**config.mk**
```make
export PLATFORM = sky130hd
export DESIGN_NAME = card_clk_div
export DESIGN_NICKNAME = d
export VERILOG_FILES = /design/src/rtl/cclk_pkg.sv /design/src/rtl/cclk_stage.sv /design/src/rtl/cclk_core.sv /design/src/rtl/cclk_outgate.sv /design/src/rtl/card_clk_div.sv
export SDC_FILE = /design/constraint.sdc
export NUM_CORES = 1
export LEC_CHECK = 0
export BUFFER_PORTS_ARGS = -buffer_cell sky130_fd_sc_hd__buf_2
export CAP_MARGIN = 25
export CORE_AREA = 2 2 84 86
export CTS_CLUSTER_SIZE = 14
export DETAILED_ROUTE_END_ITERATION = 10
export DIE_AREA = 0 0 86 88
export GPL_TIMING_DRIVEN = 0
export PLACE_DENSITY = 0.6
export SETUP_SLACK_MARGIN = 0.1
export SKIP_LAST_GASP = 1
export SYNTH_ARGS = -nofsm -noshare
export SYNTH_HDL_FRONTEND = slang
export SYNTH_SLANG_ARGS = --single-unit
```
**constraint.sdc**
```tcl
create_clock -name clk -period 2.8 [get_ports clk]
set_input_delay 0.14 -clock clk [delete_from_list [all_inputs] [get_ports clk]]
set_output_delay 0.14 -clock clk [all_outputs]
set_load 0.005 [all_outputs]
```
**src/rtl/cclk_pkg.sv**
```systemverilog
`timescale 1ns/100ps
package cclk_pkg;

    // Width of the half-ratio field.
    parameter int unsigned CCLK_DIV_W = 8;

    // Register selects.
    localparam int unsigned SEL_DIV = 0;
    localparam int unsigned SEL_GATE = 1;
    localparam int unsigned SEL_CMD = 2;

    // Field positions decoded by software.
    localparam int unsigned GATE_ON_BIT = 0;
    localparam int unsigned GATE_LP_BIT = 16;
    localparam int unsigned CMD_START_BIT = 31;
    localparam int unsigned CMD_UPD_BIT = 21;
    localparam int unsigned CMD_WAIT_BIT = 13;

    typedef struct packed {
        logic [CCLK_DIV_W-1:0] ratio;  // half of the division ratio, 0 = pass
        logic run;                     // clock enabled
        logic sleep;                   // stop while path idle
    } cclk_cfg_t;

    // Gate decision for a configuration given the current idle state.
    function automatic logic gate_want(cclk_cfg_t c, logic idle);
        return c.run && !(c.sleep && idle);
    endfunction

endpackage

```
**src/rtl/cclk_stage.sv**
```systemverilog
`timescale 1ns/100ps
module cclk_stage
    import cclk_pkg::*;
#(
    parameter int unsigned ADDR_W = 2,
    parameter int unsigned DATA_W = 32
) (
    input  logic              clk,
    input  logic              rst,
    input  logic              wr,
    input  logic [ADDR_W-1:0] addr,
    input  logic [DATA_W-1:0] wdata,
    input  logic              busy,
    input  logic              safe,
    output cclk_cfg_t         stg,
    output logic              pend,
    output logic              hold_busy,
    output logic              commit,
    output logic [DATA_W-1:0] rdata
);

    localparam int unsigned W = CCLK_DIV_W;

    cclk_cfg_t stg_q;
    logic      pend_q;
    logic      wait_q;

    logic hit_div;
    logic hit_gate;
    logic hit_cmd;
    logic upd_req;

    assign hit_div  = wr && (addr == ADDR_W'(SEL_DIV));
    assign hit_gate = wr && (addr == ADDR_W'(SEL_GATE));
    assign hit_cmd  = wr && (addr == ADDR_W'(SEL_CMD));
    assign upd_req  = hit_cmd && wdata[CMD_START_BIT] && wdata[CMD_UPD_BIT];

    assign commit = pend_q && !(wait_q && busy) && safe;

    always_ff @(posedge clk) begin
        if (rst) begin
            stg_q  <= '0;
            pend_q <= 1'b0;
            wait_q <= 1'b0;
        end else begin
            if (hit_div) begin
                stg_q.ratio <= wdata[W-1:0];
            end
            if (hit_gate) begin
                stg_q.run   <= wdata[GATE_ON_BIT];
                stg_q.sleep <= wdata[GATE_LP_BIT];
            end
            if (commit) begin
                pend_q <= 1'b0;
                wait_q <= 1'b0;
            end else if (upd_req && !pend_q) begin
                pend_q <= 1'b1;
                wait_q <= wdata[CMD_WAIT_BIT];
            end
        end
    end

    always_comb begin
        rdata = '0;
        if (addr == ADDR_W'(SEL_DIV)) begin
            rdata[W-1:0] = stg_q.ratio;
        end else if (addr == ADDR_W'(SEL_GATE)) begin
            rdata[GATE_ON_BIT] = stg_q.run;
            rdata[GATE_LP_BIT] = stg_q.sleep;
        end else if (addr == ADDR_W'(SEL_CMD)) begin
            rdata[CMD_START_BIT] = pend_q;
            rdata[CMD_UPD_BIT]   = pend_q;
            rdata[CMD_WAIT_BIT]  = wait_q;
        end
    end

    assign stg       = stg_q;
    assign pend      = pend_q;
    assign hold_busy = wait_q;

endmodule

```
**src/rtl/cclk_core.sv**
```systemverilog
`timescale 1ns/100ps
module cclk_core
    import cclk_pkg::*;
(
    input  logic      clk,
    input  logic      rst,
    input  logic      commit,
    input  cclk_cfg_t stg,
    input  logic      idle,
    output cclk_cfg_t act,
    output logic      tog,
    output logic      gate,
    output logic      safe,
    output logic      pass_mode,
    output logic      want_now
);

    localparam int unsigned W = CCLK_DIV_W;

    cclk_cfg_t     act_q;
    logic [W-1:0]  cnt_q;
    logic          tog_q;
    logic          gate_q;

    logic div_mode;
    logic term;
    logic fall;

    assign div_mode = (act_q.ratio != '0);
    assign term     = div_mode && (cnt_q == act_q.ratio - W'(1));
    assign fall     = term && tog_q;
    assign safe     = !div_mode || fall;

    always_ff @(posedge clk) begin
        if (rst) begin
            act_q  <= '0;
            cnt_q  <= '0;
            tog_q  <= 1'b0;
            gate_q <= 1'b0;
        end else if (commit) begin
            act_q  <= stg;
            cnt_q  <= '0;
            tog_q  <= 1'b0;
            gate_q <= gate_want(stg, idle);
        end else if (!div_mode) begin
            cnt_q  <= '0;
            tog_q  <= 1'b0;
            gate_q <= 1'b0;
        end else if (term) begin
            cnt_q <= '0;
            tog_q <= ~tog_q;
            if (tog_q) begin
                gate_q <= gate_want(act_q, idle);
            end
        end else begin
            cnt_q <= cnt_q + W'(1);
        end
    end

    assign act       = act_q;
    assign tog       = tog_q;
    assign gate      = gate_q;
    assign pass_mode = !div_mode;
    assign want_now  = gate_want(act_q, idle);

endmodule

```
**src/rtl/cclk_outgate.sv**
```systemverilog
`timescale 1ns/100ps
module cclk_outgate (
    input  logic clk,
    input  logic rst,
    input  logic pass_mode,
    input  logic want_pass,
    input  logic tog,
    input  logic gate,
    output logic cclk
);

    logic pass_n;
    logic gate_n;

    // Falling-edge registers: the source clock is low when they change.
    always_ff @(negedge clk) begin
        if (rst) begin
            pass_n <= 1'b1;
            gate_n <= 1'b0;
        end else begin
            pass_n <= pass_mode;
            gate_n <= pass_mode && want_pass;
        end
    end

    assign cclk = pass_n ? (clk && gate_n) : (tog && gate);

endmodule

```
**src/rtl/card_clk_div.sv**
```systemverilog
`timescale 1ns/100ps
module card_clk_div
    import cclk_pkg::*;
#(
    parameter int unsigned ADDR_W = 2,
    parameter int unsigned DATA_W = 32
) (
    input  logic              clk,
    input  logic              rst,
    input  logic              reg_wr,
    input  logic [ADDR_W-1:0] reg_addr,
    input  logic [DATA_W-1:0] reg_wdata,
    output logic [DATA_W-1:0] reg_rdata,
    input  logic              data_busy,
    input  logic              path_idle,
    output logic              cclk_o
);

    cclk_cfg_t stg_w;
    cclk_cfg_t act_w;
    logic      pend_w;
    logic      wait_w;
    logic      commit_w;
    logic      safe_w;
    logic      tog_w;
    logic      gate_w;
    logic      pass_w;
    logic      want_w;
    logic [CCLK_DIV_W-1:0] act_ratio_w;

    cclk_stage #(
        .ADDR_W(ADDR_W),
        .DATA_W(DATA_W)
    ) u_stage (
        .clk      (clk),
        .rst      (rst),
        .wr       (reg_wr),
        .addr     (reg_addr),
        .wdata    (reg_wdata),
        .busy     (data_busy),
        .safe     (safe_w),
        .stg      (stg_w),
        .pend     (pend_w),
        .hold_busy(wait_w),
        .commit   (commit_w),
        .rdata    (reg_rdata)
    );

    cclk_core u_core (
        .clk      (clk),
        .rst      (rst),
        .commit   (commit_w),
        .stg      (stg_w),
        .idle     (path_idle),
        .act      (act_w),
        .tog      (tog_w),
        .gate     (gate_w),
        .safe     (safe_w),
        .pass_mode(pass_w),
        .want_now (want_w)
    );

    cclk_outgate u_out (
        .clk      (clk),
        .rst      (rst),
        .pass_mode(pass_w),
        .want_pass(want_w),
        .tog      (tog_w),
        .gate     (gate_w),
        .cclk     (cclk_o)
    );

    assign act_ratio_w = act_w.ratio;

endmodule

```
==> run metrics <==
total number of vias 1665; Inserted Diodes 0; Pleak ~1.1 nW; I/O Pins 72; CP Class flip-flop to flip-flop; Mapped Avg Cell Area about 8.5 sq um; post-synthesis sequential area ratio 0.353; #FFs+latches synth 34; vias in the first global route 1597; Least-Margin Pin Slew around 0.50 ns; Cell Chain, Critical Path or3_4 > nor4_4 > nor3b_2; Max FO, Critical Path 6; pre-CTS setup slack -0.00126 ns; worst reg-to-reg path cell count 3; min-delay src reg_wdata[13]; post-route insts no fill 380; yosys warns 0; CP startpoint kind flip-flop; Hold Path End u_stage.hold_busy$_SDFFE_PP0P_; commonest non-fill, non-tap cells in the layout buf_2, dfxtp_1, nand2_1; CP arrival between 1.5 and 2 ns; initial antenna violation count 0; number of instances on the worst hold path 3; final slew viol count 0; Syn Inst Count 228; Reg2Reg Capture Point u_out.gate_n$_SDFF_NP0_; die height roughly 88 um; crit-path leading delay family simple AND/OR/NAND/NOR gates; Setup TNS 0 ns; Routed Antenna Nets 0; Async SR Flop Fraction 0; cell area after layout 2550 sq um; # rows 30; crit end category flip-flop; maximum VDD drop 0.264 mV; flop-to-flop setup slack ~0.14 ns; FF-to-FF Start u_core.act[5]$_SDFFE_PP0P_; wire length per cell between 10 and 15 um; final net count 340; die width 86 um; DRC 0; total power 1.15 mW; DR iter-0 viols 41; Core ar. 6640 sq um; drt total wl 3.87 mm; clk slew on worst S/H paths 0.08 ns; CP max-delay cell or3_4; die area 7570 sq um; layout cell share with drive strength beyond 1 0.270; Placement Cell Area 2270 sq um; # setup viols final 0; Primary FF master, synth dfxtp_1; RePlAce Congestion between 0.7 and 0.8; Port-buffer cells 30; DP Cell Count between 300 and 400; remaining global-route overflow 0; Vias/cell approximately 4.4; first-pass GRT wire length a little under 7 mm; relative max-transition margin 0.664; Initial Util 0.290; post-synthesis cell area 1930 sq um; max cap viols 0; Filler cells approximately 680; final hold viol count 0; status finished clean; final worst-path setup slack about 0.14 ns; max incr delay on CP 0.41 ns; RSZ-0062 raised after global routing true; HPWL Detailed 2.95 mm; Post-synth EDFFs 0; area growth from synthesis to layout 32.3%; Power Density 449 nW/um^2; Clock Latency Late Sink 0.46 ns; GRT Overall Usage 0.114; buffers and inverters on the worst path 0; drt first pass iters 6; Crit path required time about 1.8 ns; Yosys cell types 43; TritonCTS clock tree built; largest net degree at the start of global routing 13; worst min-delay path class primary input to flip-flop; Final Skew 0.0701 ns
## power breakdown
part	total [mW]	switching, mW	internal [mW]
Sequential	0.493	0.00469	0.488
Combinational	0.0923	0.0397	0.0526
Clock	0.560	0.208	0.351
Total	1.15	0.253	0.892
## worst register-to-register path, delay by kind of cell, from the launching register on
family	cells	cell delay, ns
simple gates	3	0.90
flops	1	0.35
## cell families after synthesis
logic type,count (synthesis),share of synthesized area
other,1,0.00194
buffers and inverters,33,0.111
xor gates and xnor gates,14,0.0636
and+or+nand+nor,105,0.288
DFF,34,0.353
muxes,13,0.0681
AOI/OAI and AO/OA,26,0.102
adders and majority gates,2,0.0130
## worst max path at each step
| stage | end | slack, ns | from | cells after the start |
|---|---|---|---|---|
| floorplan | u_out.gate_n$_SDFF_NP0_ | 0.12 | u_core.act[4]$_SDFFE_PP0P_ | 3 |
| global placement | u_out.gate_n$_SDFF_NP0_ | -0.02 | u_core.act[4]$_SDFFE_PP0P_ | 3 |
| detailed placement | u_out.gate_n$_SDFF_NP0_ | -0.001 | u_core.act[4]$_SDFFE_PP0P_ | 3 |
| CTS | u_out.gate_n$_SDFF_NP0_ | 0.11 | u_core.act[2]$_SDFFE_PP0P_ | 5 |
| global route | u_out.gate_n$_SDFF_NP0_ | 0.05 | u_core.act[5]$_SDFFE_PP0P_ | 3 |
| finish | u_out.gate_n$_SDFF_NP0_ | 0.14 | u_core.act[5]$_SDFFE_PP0P_ | 3 |
## final cells by class
type / count / area [sq um] / share of cell area
Buffer: 28 / 195 / 0.0765
Timing Repair Buffer: 40 / 250 / 0.0980
Multi-Input combinational cell: 180 / 1130 / 0.444
Clock buffer: 11 / 154 / 0.0603
Sequential cell: 34 / 688 / 0.270
Clock inverter: 3 / 16.3 / 0.00637
Tap cell: 80 / 100 / 0.0392
Inverter: 4 / 15.0 / 0.00588
## per-layer routing
metal	share of wire	global-route usage	vias to the layer above
met1	0.43	0.125	763
met5	0	0	-
met4	0.0088	0.0534	0
met3	0.043	0.0462	3
li1	-	-	865
met2	0.51	0.195	34
## through the flow
step                hold slack, ns  utilization
global placement             0.344        0.341
floorplan                    0.274            -
CTS                         0.0653        0.381
finish                      0.0757        0.384
detailed placement           0.344        0.341
global route                0.0886        0.384
## Yosys cell counts, drive strengths merged (2+ instances only)
cell type	n	share of area
dfxtp	34	0.35
nand2	26	0.051
buf	22	0.089
nand2b	19	0.062
nor2	17	0.033
mux2i	12	0.062
and2	11	0.036
a21oi	10	0.026
xor2	8	0.036
nand3	7	0.018
clkbuf	6	0.012
xnor2	6	0.027
inv	5	0.0097
nor3	5	0.013
and3	4	0.014
nor2b	4	0.013
o21ai	4	0.016
a211oi	3	0.014
ha	2	0.013
nand3b	2	0.0078
nor3b	2	0.0078
o211ai	2	0.010
o2bb2ai	2	0.0091
or3	2	0.0091
## timing repair
| action | 4_1_cts | 5_1_grt |
|---|---|---|
| resized for setup | 1 | 7 |
| setup endpoints to repair | 2 | 5 |
| endpoints found under the hold margin | 10 | 0 |
| pin swaps | 1 | 2 |
| buffers inserted | 1 | 1 |
| hold buffers | 9 | 0 |
Power figures use the tool's default switching activity.
